`src/rtl/mrs_pkg.sv`:
```
package mrs_pkg;

   // Width of a counter that must hold values 0 .. n-1
   function automatic int unsigned cnt_width(input int unsigned n);
      return (n <= 1) ? 1 : $clog2(n);
   endfunction

endpackage

```
`src/rtl/mrs_binary_taps.sv`:
```
module mrs_binary_taps
   import mrs_pkg::*;
#(
   parameter int unsigned TAPS = 2
) (
   input  logic            clk_i,
   input  logic            rst_i,
   output logic [TAPS-1:0] lvl_o,
   output logic [TAPS-1:0] rise_o,
   output logic [TAPS-1:0] fall_o
);

   if (TAPS < 1) begin : g_bad_taps
      $error("mrs_binary_taps: TAPS must be at least 1");
   end

   logic [TAPS-1:0] cnt_q;
   logic            live_q;   // low in the first cycle after reset

   always_ff @(posedge clk_i or posedge rst_i) begin
      if (rst_i) begin
         cnt_q  <= '0;
         live_q <= 1'b0;
      end else begin
         cnt_q  <= cnt_q + 1'b1;
         live_q <= 1'b1;
      end
   end

   for (genvar g = 0; g < TAPS; g++) begin : g_tap
      localparam logic [TAPS-1:0] LOW_MASK = (TAPS'(1) << g) - TAPS'(1);
      logic low_zero;
      assign low_zero  = (cnt_q & LOW_MASK) == '0;
      assign lvl_o[g]  = cnt_q[g];
      assign rise_o[g] = live_q &  cnt_q[g] & low_zero;
      assign fall_o[g] = live_q & ~cnt_q[g] & low_zero;


      tap_not_both_chk: assert property (@(posedge clk_i) disable iff (rst_i)
         !(rise_o[g] && fall_o[g]));

      tap_rise_edge_chk: assert property (@(posedge clk_i) disable iff (rst_i)
         rise_o[g] |-> (lvl_o[g] && !$past(lvl_o[g])));

      tap_fall_edge_chk: assert property (@(posedge clk_i) disable iff (rst_i)
         fall_o[g] |-> (!lvl_o[g] && $past(lvl_o[g])));

      tap_rise_once_chk: assert property (@(posedge clk_i) disable iff (rst_i)
         rise_o[g] |=> !rise_o[g] || (g == 0));
   end

endmodule

```
`src/rtl/mrs_toggle_div.sv`:
```
module mrs_toggle_div
   import mrs_pkg::*;
#(
   parameter int unsigned HALF        = 10,
   parameter bit          REG_STROBES = 1'b1
) (
   input  logic clk_i,
   input  logic rst_i,
   output logic lvl_o,
   output logic rise_o,
   output logic fall_o
);

   localparam int unsigned CW = cnt_width(HALF);
   localparam logic [CW-1:0] LAST = CW'(HALF - 1);

   if (HALF < 2) begin : g_bad_half
      $error("mrs_toggle_div: HALF must be at least 2");
   end

   logic [CW-1:0] cnt_q;
   logic          lvl_q;
   logic          wrap;

   assign wrap  = (cnt_q == LAST);
   assign lvl_o = lvl_q;

   always_ff @(posedge clk_i or posedge rst_i) begin
      if (rst_i) begin
         cnt_q <= '0;
         lvl_q <= 1'b0;
      end else if (wrap) begin
         cnt_q <= '0;
         lvl_q <= ~lvl_q;
      end else begin
         cnt_q <= cnt_q + 1'b1;
      end
   end

   if (REG_STROBES) begin : g_reg_strobe
      logic rise_q, fall_q;
      always_ff @(posedge clk_i or posedge rst_i) begin
         if (rst_i) begin
            rise_q <= 1'b0;
            fall_q <= 1'b0;
         end else begin
            rise_q <= wrap & ~lvl_q;
            fall_q <= wrap &  lvl_q;
         end
      end
      assign rise_o = rise_q;
      assign fall_o = fall_q;
   end else begin : g_dec_strobe
      logic live_q;
      always_ff @(posedge clk_i or posedge rst_i) begin
         if (rst_i) live_q <= 1'b0;
         else       live_q <= 1'b1;
      end
      assign rise_o = live_q & (cnt_q == '0) &  lvl_q;
      assign fall_o = live_q & (cnt_q == '0) & ~lvl_q;
   end


   cnt_range_chk: assert property (@(posedge clk_i) disable iff (rst_i)
      cnt_q <= LAST);

   tog_not_both_chk: assert property (@(posedge clk_i) disable iff (rst_i)
      !(rise_o && fall_o));

   tog_rise_edge_chk: assert property (@(posedge clk_i) disable iff (rst_i)
      rise_o |-> (lvl_o && !$past(lvl_o)));

   tog_fall_edge_chk: assert property (@(posedge clk_i) disable iff (rst_i)
      fall_o |-> (!lvl_o && $past(lvl_o)));

   tog_strobe_single_chk: assert property (@(posedge clk_i) disable iff (rst_i)
      (rise_o || fall_o) |=> !(rise_o || fall_o));

   tog_change_flag_chk: assert property (@(posedge clk_i) disable iff (rst_i)
      (lvl_o != $past(lvl_o)) |-> (rise_o || fall_o));

endmodule

```
`src/rtl/mrs_strobe_gen.sv`:
```
module mrs_strobe_gen #(
   parameter int unsigned SLOW_HALF        = 10,
   parameter bit          SLOW_REG_STROBES = 1'b1
) (
   input  logic clk_i,
   input  logic rst_i,
   output logic lvl_div2_o,
   output logic lvl_div4_o,
   output logic lvl_div20_o,
   output logic rise_div2_o,
   output logic fall_div2_o,
   output logic rise_div4_o,
   output logic fall_div4_o,
   output logic rise_div20_o,
   output logic fall_div20_o
);

   localparam int unsigned FAST_TAPS = 2;

   logic [FAST_TAPS-1:0] tap_lvl, tap_rise, tap_fall;

   mrs_binary_taps #(.TAPS(FAST_TAPS)) fast_i (
      .clk_i  (clk_i),
      .rst_i  (rst_i),
      .lvl_o  (tap_lvl),
      .rise_o (tap_rise),
      .fall_o (tap_fall)
   );

   mrs_toggle_div #(.HALF(SLOW_HALF), .REG_STROBES(SLOW_REG_STROBES)) slow_i (
      .clk_i  (clk_i),
      .rst_i  (rst_i),
      .lvl_o  (lvl_div20_o),
      .rise_o (rise_div20_o),
      .fall_o (fall_div20_o)
   );

   assign lvl_div2_o  = tap_lvl[0];
   assign lvl_div4_o  = tap_lvl[1];
   assign rise_div2_o = tap_rise[0];
   assign fall_div2_o = tap_fall[0];
   assign rise_div4_o = tap_rise[1];
   assign fall_div4_o = tap_fall[1];


   reset_quiet_chk: assert property (@(posedge clk_i)
      rst_i |-> !(lvl_div2_o || lvl_div4_o || lvl_div20_o ||
                  rise_div2_o || fall_div2_o || rise_div4_o ||
                  fall_div4_o || rise_div20_o || fall_div20_o));

   div4_follows_div2_chk: assert property (@(posedge clk_i) disable iff (rst_i)
      $fell(lvl_div2_o) |-> (lvl_div4_o != $past(lvl_div4_o)));

endmodule

```
`config.mk`:
```
export PLATFORM = sky130hd
export DESIGN_NAME = mrs_strobe_gen
export DESIGN_NICKNAME = d
export VERILOG_FILES = /design/src/rtl/mrs_pkg.sv /design/src/rtl/mrs_binary_taps.sv /design/src/rtl/mrs_toggle_div.sv /design/src/rtl/mrs_strobe_gen.sv
export SDC_FILE = /design/constraint.sdc
export NUM_CORES = 1
export LEC_CHECK = 0
export BUFFER_PORTS_ARGS = -buffer_cell sky130_fd_sc_hd__buf_2
export CORE_AREA = 2 2 39 41
export DETAILED_ROUTE_END_ITERATION = 8
export DIE_AREA = 0 0 41 43
export PLACE_DENSITY = 0.48
export SYNTH_ARGS = -nofsm -noshare
export SYNTH_HDL_FRONTEND = slang
export SYNTH_SLANG_ARGS = --single-unit
```
`constraint.sdc`:
```
create_clock -name clk_i -period 3.2 [get_ports clk_i]
set_clock_uncertainty 0.1 [all_clocks]
set_input_delay 0.16 -clock clk_i [delete_from_list [all_inputs] [get_ports clk_i]]
set_output_delay 0.16 -clock clk_i [all_outputs]
set_load 0.02 [all_outputs]
```
==> flow_summary.toml <==
[critical_path]
end_kind = "output pin"
path_class = "flip-flop to output pin"
crit_fanout = 5
worstPathRequired_ns = 2.94
r2r_end = "slow_i.cnt_q[3]"
setup.worst_path.start = "fast_i.lvl_o[0]"
reg2reg_depth = 3
cpMostUsedCell = "nor2b_1"
r2r_slack_ns = 2.08
cp_cell_sequence = "nor2b_1 -> nor2b_1 -> buf_2"
worstPathArrival_ns = 1.14
slowest_delay_ns = 0.42
r2r-start = "slow_i.cnt_q[2]"
cp-start-kind = "flip-flop"
cp_slowest_cell = "dfrtp_1"

[synth]
synthesis.area_sq_um = 394.1
yosys_warnings = 0
synth_fp_nets = 35
ys_ff_latch = 10
synth_cell_types = 15
syn_inst = 33
ys_seq_area_share_pct = 63.49
avgSynthCellArea_sq_um = 11.94

[placement]
dpl_worst_slack_ns = 2.064
place_hpwl_microns = 522.8
io_buffers = 10
gp_congestion = 0.6455

[cts]
clkSinkCount = 10
cts_root_buffer = "clkbuf_4"
cts_buffers = 3
cts.clk_slew.worst_paths_ns = 0.06
cts_tree = "yes"
htreeDepth = 1
clockBufferDepth = 2
clkLatencyLatePin_ns = 0.25

[power_and_ir_drop]
ir_drop_v = 0.0002001
p_per_area_nw_per_um2 = 427.0
leakage_nw = 0.2830

[cells_and_area]
area_delta_synth_final_pct = 26.03
diodes = 0
layout_common_cells = "dfrtp_1 (10), buf_2 (10), inv_1 (4)"
fillCellCount = 146
register_area_sq_um = 250.2
multi_input_area_sq_um = 128.9
nets = 51
drive_above_1_share_pct = 34.04

[drt]
wl_per_cell_microns = 10.51
vias = 269
finalWirelength_microns = 662
ant_nets = 0
vias_per_cell = 4.270
drt_iter0_drc = 1
drcViolationCount = 0
firstDrtPassIters = 2

[floorplan]
coreArea_sq_um = 1384
die_w_microns = 41
die_h_microns = 43
floorplan.rows = 14
ios = 11
dieArea_sq_um = 1763
initial_core_util_pct = 28.48

[global_route]
grt_start_max_net_pins = 11
grt_antenna_before_repair = 0
track_usage_pct = 9.654
gr-total-overflow = 0
grt_pass1_vias = 261
grt_first_pass_wirelength_mm = 1.055

[timing]
clock.fmax_mhz = 716.3
rsz0062_at_grt = "false"
fin_crit_ns = 1.396
fin_crit_sh_pct = 43.63
finalSetupViolCount = 0
hold-worst-slack_ns = 0.3184
layout_setup_ws_ns = 1.804
tns_ns = 0
finalMaxSlewViolations = 0
finalHoldViolCount = 0

[status]
status = "finished, final reports clean"

[job]
maxCapViolCount = 0

[min_path]
hp-class = "primary input to asynchronous set/reset pin"
==> routing by layer <==
| metal | share of wire [%] | global-route usage (%) | wire length, microns | vias to the layer above |
|---|---|---|---|---|
| li1 | - | - | - | 130 |
| met1 | 41 | 9.699 | 271 | 129 |
| met2 | 52 | 14.06 | 346 | 8 |
| met3 | 6.0 | 6.283 | 40 | 2 |
| met4 | 0.60 | 6.000 | 4 | 0 |
| met5 | 0 | 0 | 0 | - |
==> report_power, final <==
part | switching, mW | total (mW) | leakage [nW] | internal, mW
combinational | 0.00385 | 0.00607 | 0.144 | 0.00222
sequential | 0.000281 | 0.127 | 0.125 | 0.127
clock | 0.0356 | 0.0787 | 0.0138 | 0.0430
total | 0.0398 | 0.212 | 0.283 | 0.172
==> state kept, by name, summed over array words and instances (netlist names) <==
signal	count
slow_i.fall_o	1
fast_i.lvl_o	2
fast_i.live_q	1
slow_i.rise_o	1
slow_i.lvl_o	1
slow_i.cnt_q	4
==> cells by family after synthesis <==
| kind of cell | count (synthesis) | synth area share, % |
|---|---|---|
| AOI/OAI and AO/OA | 2 | 3.808 |
| muxes | 1 | 2.857 |
| DFF | 10 | 63.49 |
| buffers and inverters | 4 | 3.808 |
| and+or+nand+nor | 12 | 18.41 |
| xor gates and xnor gates | 3 | 6.668 |
| other | 1 | 0.9515 |
==> worst max-delay path by stage <==
| stage | endpoint | slack (ns) | cells past startpoint |
|---|---|---|---|
| 6_report | fall_div4_o | 1.80 | 3 |
| 5_1_grt | fall_div4_o | 1.70 | 3 |
| 4_1_cts | fall_div4_o | 1.78 | 3 |
| 3_5_place_dp | fall_div4_o | 2.06 | 3 |
| 3_3_place_gp | fall_div4_o | 2.11 | 3 |
| 2_1_floorplan | fall_div4_o | 1.67 | 2 |
==> Yosys cell counts <==
master   instances  area [sq um]
xnor2_1          2         17.52
a221o_1          1         10.01
and2_1           2         12.51
mux2_2           1         11.26
nand2_1          2         7.510
dfrtp_1         10         250.2
nor3_1           1         5.000
and3_2           1         7.510
nor2b_4          1         13.76
o21ai_0          1         5.000
inv_1            4         15.01
nor2_1           2         7.510
conb_1           1         3.750
xor2_1           1         8.760
nor2b_1          3         18.77
==> layout make-up <==
| type | instances | share of cell area [%] |
|---|---|---|
| clock buffer | 3 | 4.534 |
| timing repair buffer | 11 | 12.09 |
| inverter | 4 | 3.023 |
| sequential | 10 | 50.38 |
| tap | 16 | 4.030 |
| multi-input combinational | 19 | 25.94 |
==> timing repair <==
action	4_1_cts	5_1_grt
buffers inserted	0	0
hold buffers	1	0
hold endpoints to repair	10	0
endpoints found under the setup margin	0	0
resized for setup	0	0
==> metrics by stage <==
| step | instances | utilization [%] | cell area (sq um) | power (mW) |
|---|---|---|---|---|
| floorplan | 33 | - | 394.1 | 0.1331 |
| global placement | 59 | 33.54 | 464.2 | 0.1347 |
| detailed placement | 59 | 33.54 | 464.2 | 0.1351 |
| CTS | 63 | 35.90 | 496.7 | 0.2169 |
| global route | 63 | 35.90 | 496.7 | 0.2248 |
| finish | 63 | 35.90 | 496.7 | 0.2121 |
==> critical path: cells and delay by family, from the launching register on <==
family	cells	cell delay, ns
buffers and inverters	1	0.16
flip-flops	1	0.42
AND/OR/NAND/NOR	2	0.30
No activity file was read; power rests on OpenSTA's default activity.
